## src/rtl/xbr_pkg.sv

```systemverilog
package xbr_pkg;

    // register addresses whose behaviour is decoded
    localparam logic [7:0] REG_LINKCTL = 8'h1A;
    localparam logic [7:0] REG_IDENT   = 8'h1B;
    localparam logic [7:0] REG_SENSE   = 8'h3D;

    // bit positions inside the link-control byte
    localparam int LC_REQ_BIT   = 2;
    localparam int LC_GRANT_BIT = 1;

    localparam logic [7:0] IDENT_VALUE  = 8'hB0;
    localparam logic [7:0] SENSE_VALUE  = 8'h04;
    localparam logic [7:0] LINK_GRANTED = 8'h06;

    typedef enum logic [2:0] {
        LK_IDLE,
        LK_ADDR,
        LK_ADDR_ACK,
        LK_WR,
        LK_WR_ACK,
        LK_RD,
        LK_RD_ACK
    } link_state_e;

    // byte-level events passed from the bus engine to the register file
    typedef struct packed {
        logic       sel_write;  // address matched with write bit
        logic       wr_stb;     // a data byte was received
        logic       rd_done;    // a data byte was shifted out
        logic [7:0] data;
    } link_evt_t;

    typedef struct packed {
        logic req;
        logic pt;
    } link_ctl_t;

    function automatic logic [7:0] reg_readback(input logic [7:0] ptr, input logic req);
        logic [7:0] v;
        v = 8'h00;
        case (ptr)
            REG_LINKCTL: v = req ? LINK_GRANTED : 8'h00;
            REG_IDENT:   v = IDENT_VALUE;
            REG_SENSE:   v = SENSE_VALUE;
            default:     v = 8'h00;
        endcase
        return v;
    endfunction

    function automatic link_ctl_t linkctl_update(input link_ctl_t cur, input logic [7:0] wdata);
        link_ctl_t n;
        n = cur;
        if (wdata[LC_REQ_BIT]) begin
            n.req = 1'b1;
            if (wdata[LC_GRANT_BIT]) n.pt = 1'b1;
        end else begin
            n.req = 1'b0;
            n.pt  = 1'b0;
        end
        return n;
    endfunction

endpackage

```

## src/rtl/xbr_sync.sv

```systemverilog
module xbr_sync #(
    parameter int STAGES = 2
) (
    input  logic clk,
    input  logic rst,
    input  logic scl_raw,
    input  logic sda_raw,
    output logic scl_s,
    output logic sda_s,
    output logic scl_rise,
    output logic scl_fall,
    output logic start_det,
    output logic stop_det
);
    localparam int NLINES = 2;

    logic [NLINES-1:0] raw;
    logic [NLINES-1:0] synced;
    logic              scl_q, sda_q;

    assign raw = {scl_raw, sda_raw};

    for (genvar g = 0; g < NLINES; g++) begin : g_line
        logic [STAGES-1:0] chain;
        always_ff @(posedge clk) begin
            if (rst) chain <= '1;
            else     chain <= {chain[STAGES-2:0], raw[g]};
        end
        assign synced[g] = chain[STAGES-1];
    end

    assign scl_s = synced[1];
    assign sda_s = synced[0];

    always_ff @(posedge clk) begin
        if (rst) begin
            scl_q <= 1'b1;
            sda_q <= 1'b1;
        end else begin
            scl_q <= scl_s;
            sda_q <= sda_s;
        end
    end

    assign scl_rise  = scl_s & ~scl_q;
    assign scl_fall  = ~scl_s & scl_q;
    assign start_det = scl_s & scl_q & sda_q & ~sda_s;
    assign stop_det  = scl_s & scl_q & ~sda_q & sda_s;

endmodule

```

## src/rtl/xbr_link.sv

```systemverilog
module xbr_link
    import xbr_pkg::*;
#(
    parameter logic [6:0] TARGET_ADDR = 7'h39
) (
    input  logic        clk,
    input  logic        rst,
    input  logic        sda_s,
    input  logic        scl_rise,
    input  logic        scl_fall,
    input  logic        start_det,
    input  logic        stop_det,
    input  logic [7:0]  rd_data,
    output link_evt_t   evt,
    output logic        sda_pull
);
    link_state_e state;
    logic [2:0]  bitcnt;
    logic [7:0]  shreg;
    logic        full;
    logic        rw;
    logic        mack;

    always_ff @(posedge clk) begin
        if (rst) begin
            state    <= LK_IDLE;
            bitcnt   <= '0;
            shreg    <= '0;
            full     <= 1'b0;
            rw       <= 1'b0;
            mack     <= 1'b0;
            sda_pull <= 1'b0;
            evt      <= '0;
        end else begin
            evt.sel_write <= 1'b0;
            evt.wr_stb    <= 1'b0;
            evt.rd_done   <= 1'b0;
            if (start_det) begin
                state    <= LK_ADDR;
                bitcnt   <= '0;
                full     <= 1'b0;
                sda_pull <= 1'b0;
            end else if (stop_det) begin
                state    <= LK_IDLE;
                full     <= 1'b0;
                sda_pull <= 1'b0;
            end else begin
                case (state)
                    LK_ADDR, LK_WR: begin
                        if (scl_rise) begin
                            shreg  <= {shreg[6:0], sda_s};
                            bitcnt <= bitcnt + 3'd1;
                            if (bitcnt == 3'd7) full <= 1'b1;
                        end
                        if (scl_fall && full) begin
                            full <= 1'b0;
                            if (state == LK_ADDR) begin
                                if (shreg[7:1] == TARGET_ADDR) begin
                                    state         <= LK_ADDR_ACK;
                                    sda_pull      <= 1'b1;
                                    rw            <= shreg[0];
                                    evt.sel_write <= ~shreg[0];
                                end else begin
                                    state <= LK_IDLE;
                                end
                            end else begin
                                evt.wr_stb <= 1'b1;
                                evt.data   <= shreg;
                                state      <= LK_WR_ACK;
                                sda_pull   <= 1'b1;
                            end
                        end
                    end
                    LK_ADDR_ACK: begin
                        if (scl_fall) begin
                            bitcnt <= '0;
                            if (rw) begin
                                state    <= LK_RD;
                                shreg    <= rd_data;
                                sda_pull <= ~rd_data[7];
                            end else begin
                                state    <= LK_WR;
                                sda_pull <= 1'b0;
                            end
                        end
                    end
                    LK_WR_ACK: begin
                        if (scl_fall) begin
                            state    <= LK_WR;
                            bitcnt   <= '0;
                            sda_pull <= 1'b0;
                        end
                    end
                    LK_RD: begin
                        if (scl_fall) begin
                            if (bitcnt == 3'd7) begin
                                sda_pull    <= 1'b0;
                                state       <= LK_RD_ACK;
                                evt.rd_done <= 1'b1;
                                bitcnt      <= '0;
                            end else begin
                                shreg    <= {shreg[6:0], 1'b0};
                                sda_pull <= ~shreg[6];
                                bitcnt   <= bitcnt + 3'd1;
                            end
                        end
                    end
                    LK_RD_ACK: begin
                        if (scl_rise) mack <= ~sda_s;
                        if (scl_fall) begin
                            if (mack) begin
                                state    <= LK_RD;
                                shreg    <= rd_data;
                                sda_pull <= ~rd_data[7];
                                bitcnt   <= '0;
                            end else begin
                                state <= LK_IDLE;
                            end
                        end
                    end
                    default: begin
                        sda_pull <= 1'b0;
                    end
                endcase
            end
        end
    end

endmodule

```

## src/rtl/xbr_regfile.sv

```systemverilog
module xbr_regfile
    import xbr_pkg::*;
(
    input  logic       clk,
    input  logic       rst,
    input  link_evt_t  evt,
    output logic [7:0] rd_data,
    output logic       passthru,
    output logic [7:0] ptr,
    output logic       ptr_load
);
    link_ctl_t ctl;

    always_ff @(posedge clk) begin
        if (rst) begin
            ptr      <= '0;
            ptr_load <= 1'b0;
            ctl      <= '0;
        end else begin
            if (evt.sel_write) begin
                ptr_load <= 1'b1;
            end else if (evt.wr_stb) begin
                if (ptr_load) begin
                    ptr      <= evt.data;
                    ptr_load <= 1'b0;
                end else begin
                    if (ptr == REG_LINKCTL) ctl <= linkctl_update(ctl, evt.data);
                    ptr <= ptr + 8'd1;
                end
            end else if (evt.rd_done) begin
                ptr <= ptr + 8'd1;
            end
        end
    end

    assign rd_data  = reg_readback(ptr, ctl.req);
    assign passthru = ctl.pt;

endmodule

```

## src/rtl/xbridge_i2c_regs.sv

```systemverilog
module xbridge_i2c_regs
    import xbr_pkg::*;
#(
    parameter logic [6:0] TARGET_ADDR = 7'h39,
    parameter int          SYNC_STAGES = 2
) (
    input  logic clk,
    input  logic rst,
    input  logic scl_i,
    input  logic sda_i,
    output logic sda_pull_o,
    output logic passthru_o
);
    logic       scl_s, sda_s, scl_rise, scl_fall, start_det, stop_det;
    link_evt_t  evt;
    logic [7:0] rd_data;
    logic [7:0] ptr;
    logic       ptr_load;

    xbr_sync #(.STAGES(SYNC_STAGES)) u_sync (
        .clk       (clk),
        .rst       (rst),
        .scl_raw   (scl_i),
        .sda_raw   (sda_i),
        .scl_s     (scl_s),
        .sda_s     (sda_s),
        .scl_rise  (scl_rise),
        .scl_fall  (scl_fall),
        .start_det (start_det),
        .stop_det  (stop_det)
    );

    xbr_link #(.TARGET_ADDR(TARGET_ADDR)) u_link (
        .clk       (clk),
        .rst       (rst),
        .sda_s     (sda_s),
        .scl_rise  (scl_rise),
        .scl_fall  (scl_fall),
        .start_det (start_det),
        .stop_det  (stop_det),
        .rd_data   (rd_data),
        .evt       (evt),
        .sda_pull  (sda_pull_o)
    );

    xbr_regfile u_regs (
        .clk      (clk),
        .rst      (rst),
        .evt      (evt),
        .rd_data  (rd_data),
        .passthru (passthru_o),
        .ptr      (ptr),
        .ptr_load (ptr_load)
    );

endmodule

```

## config.mk

```make
export PLATFORM = sky130hd
export DESIGN_NAME = xbridge_i2c_regs
export DESIGN_NICKNAME = d
export VERILOG_FILES = /design/src/rtl/xbr_pkg.sv /design/src/rtl/xbr_sync.sv /design/src/rtl/xbr_link.sv /design/src/rtl/xbr_regfile.sv /design/src/rtl/xbridge_i2c_regs.sv
export SDC_FILE = /design/constraint.sdc
export NUM_CORES = 1
export LEC_CHECK = 0
export ABC_AREA = 1
export BUFFER_PORTS_ARGS = -buffer_cell sky130_fd_sc_hd__buf_2
export CORE_MARGIN = 2
export CORE_UTILIZATION = 62
export CTS_BUF_LIST = sky130_fd_sc_hd__clkbuf_16
export DETAILED_ROUTE_END_ITERATION = 6
export HOLD_SLACK_MARGIN = 0.1
export PLACE_DENSITY = 0.76
export SYNTH_ARGS = -nofsm -noshare
export SYNTH_HDL_FRONTEND = slang
export SYNTH_SLANG_ARGS = --single-unit
```

## constraint.sdc

```tcl
create_clock -name clk -period 1.6 [get_ports clk]
set_input_delay 0.24 -clock clk [delete_from_list [all_inputs] [get_ports clk]]
set_output_delay 0.24 -clock clk [all_outputs]
set_load 0.05 [all_outputs]
```

==> impl_metrics.env <==
export IMPL_clockRootBuffer="clkbuf_16"
export IMPL_ys_top_cells_by_count="94 x nand2_1, 51 x nor2_1, 46 x dfxtp_1, 41 x inv_1, 26 x a21oi_1"
export IMPL_cap_violations=0
export IMPL_fin_crit_sh_pct=96.5
export IMPL_die_w_um=67.7
export IMPL_holdPathStages=2
export IMPL_cts_tree="yes"
export IMPL_synth_largest_area_cell="dfxtp_1"
export IMPL_post_cts_resized=0
export IMPL_ctsHoldBuffers=0
export IMPL_cts_buffer_depth=2
export IMPL_clkTransAtPathRegs_ps=60
export IMPL_critical_path_class="reg2reg"
export IMPL_min_period_ps=1540
export IMPL_crit_fanout=4
export IMPL_async_flop_share_pct=0
export IMPL_drive_above_1_share_pct=16.5
export IMPL_antenna_found_initial=0
export IMPL_die_area_um2=4590
export IMPL_start_kind="flop"
export IMPL_h_tree_depth=2
export IMPL_use_met2_pct=41.2
export IMPL_io_pin_count=6
export IMPL_viasPerCell=5.38
export IMPL_grt_busiest_layer="met2"
export IMPL_end_kind="flop"
export IMPL_finalClockSkew_ps=7.29
export IMPL_synth_top_area_share_pct=36.6
export IMPL_grt_pass1_vias=2069
export IMPL_nNetsFinal=396
export IMPL_numCtsBuffers=5
export IMPL_io_buffers=5
export IMPL_met3_usage_pct=6.00
export IMPL_row_count=23
export IMPL_tightest_slew_ps=381
export IMPL_rsz0062_at_grt="yes"
export IMPL_cts_sinks=46
export IMPL_start_util_pct=63.9
export IMPL_yosys_top_cells_area="dfxtp_1 37%, nand2_1 14%, nor2_1 7.6%"
export IMPL_total_power_mw=3.81
export IMPL_finalHoldViolCount=0
export IMPL_critPathRequiredTime_ps=1770
export IMPL_ir_drop_uv=836
export IMPL_hpwl_mm=4.00
export IMPL_synth_fp_nets=380
export IMPL_use_met1_pct=39.1
export IMPL_post_cts_buffers=0
export IMPL_relSlewSlack_pct=74.5
export IMPL_synth_cell_type_count=32
export IMPL_finalSetupViolCount=0
export IMPL_gp_congestion=0.949
export IMPL_hp_class="in2reg"
export IMPL_drtIter0Drc=253
export IMPL_reg2regPathDepth=11
export IMPL_grt_util_all_layers_pct=27.3
export IMPL_drc=0
export IMPL_core_um2=3940
export IMPL_detail_route_antenna_nets=0
export IMPL_synth_flop_cell="dfxtp_1"
export IMPL_yosys_register_bits=46
export IMPL_clkLatencyLatePin_ps=290
export IMPL_overflow=0
export IMPL_fin_hold_ws_ps=135
export IMPL_synth_warnings=0
export IMPL_avgSynthCellArea_um2=6.79
export IMPL_fin_cells=438
export IMPL_powerDensity_nw_per_um2=1340
export IMPL_grt_max_degree=22
export IMPL_yosysSeqAreaShare_pct=36.6
export IMPL_vias=2357
export IMPL_slew_violations=0
export IMPL_wl_mm=5.66
export IMPL_fmax_mhz=647
export IMPL_synth_most_common_cell="nand2_1"
export IMPL_grt_first_pass_wirelength_mm=9.38
export IMPL_area_delta_synth_final_pct=12.8
export IMPL_antenna_cells=0
export IMPL_status="complete, no violations"
export IMPL_syn_area_um2=2520
export IMPL_synth_edf_count=0
export IMPL_leakage_nw=1.29
export IMPL_dr_pass1_iters=4
export IMPL_wl_per_cell_um=12.9
export IMPL_die_y_um=67.7
export IMPL_worst_ep_arrival_time_ps=1720
export IMPL_syn_inst=371
export IMPL_dp_cells=429
[cells by family after synthesis]
group | Yosys count | synth area share, %
compound gates | 59 | 12.8
xor+xnor | 1 | 0.348
fa+ha+maj | 5 | 2.48
buf+inv | 55 | 9.84
flops | 46 | 36.6
simple gates | 205 | 38.0
[placed cells by master, fill, tap and decap left out, types with 2 or more instances in the layout]
cell type / n
nand2_1: 93
a211oi_1: 2
dfxtp_1: 45
inv_2: 5
ha_1: 5
nand4_1: 4
buf_4: 11
o21ai_0: 22
nor2_2: 5
o211ai_1: 2
nand3_4: 2
nand2_4: 4
nand3_1: 21
clkbuf_16: 5
buf_2: 5
nand2_2: 3
nor3_1: 6
nor2_4: 9
nor2_1: 50
inv_1: 40
or2_2: 5
clkinv_2: 2
a21oi_1: 26
nand3_2: 3
[worst paths after layout]
kind / startpoint / end / slack [ps]
min: sda_i / u_sync.g_line[0].chain[0] / 130
max reg2reg: u_link.bitcnt[0] / u_link.state[2] / 60
max: u_link.bitcnt[0] / u_link.state[2] / 60
min reg2reg: u_sync.g_line[1].chain[0] / u_sync.g_line[1].chain[1] / 420
[worst max-delay path, stage by stage (launching register included)]
cell and delay, ps:
dfxtp_1 360, ha_1 170, ha_1 200, inv_2 80, nand3_2 100, nand2_2 60, nor2_2 130, nand2_2 90
inv_2 90, nand2_1 60, nand2_1 50, nor2_1 40
[layer usage]
metal / up-vias / wire length [µm]
li1: 1215 / -
met1: 1073 / 2740
met2: 63 / 2540
met3: 6 / 329
met4: 0 / 59
met5: - / 0
[flip-flops by register name, summed over array words and instances, names as in the netlist]
register and count:
u_link.evt 11, u_link.shreg 8, u_regs.ptr 8, u_sync.g_line.chain 4, u_link.bitcnt 3, u_link.state 3
u_link.full 1, u_link.mack 1, u_link.rw 1, u_link.sda_pull 1, u_regs.ctl 1, u_regs.passthru 1
u_regs.ptr_load 1, u_sync.scl_q 1, u_sync.sda_q 1
[metrics by stage]
stage,setup TNS (ps),setup slack [ps],instance area [µm²],util (%)
floorplan,0,193,2520,-
global placement,0,61.4,2640,66.9
detailed placement,0,32.9,2640,66.9
CTS,0,13.5,2800,71.1
global route,-184,-54.1,2840,72.1
finish,0,55.3,2840,72.1
[power breakdown]
group          total [mW]  leakage (nW)  internal [mW]  switching, mW
Clock                1.15        0.0836          0.731          0.422
Sequential           1.36         0.374           1.26          0.101
Combinational        1.29         0.835          0.467          0.827
Total                3.81          1.29           2.46           1.35
[layout make-up]
class / count / area, µm²
Clock buffer: 5 / 125
Clock inverter: 3 / 40.0
Fill cell: 324 / 1100
Inverter: 46 / 175
Multi-Input combinational cell: 271 / 1390
Sequential cell: 46 / 922
Tap cell: 50 / 62.6
Timing Repair Buffer: 17 / 128
Power figures use the tool's default switching activity.
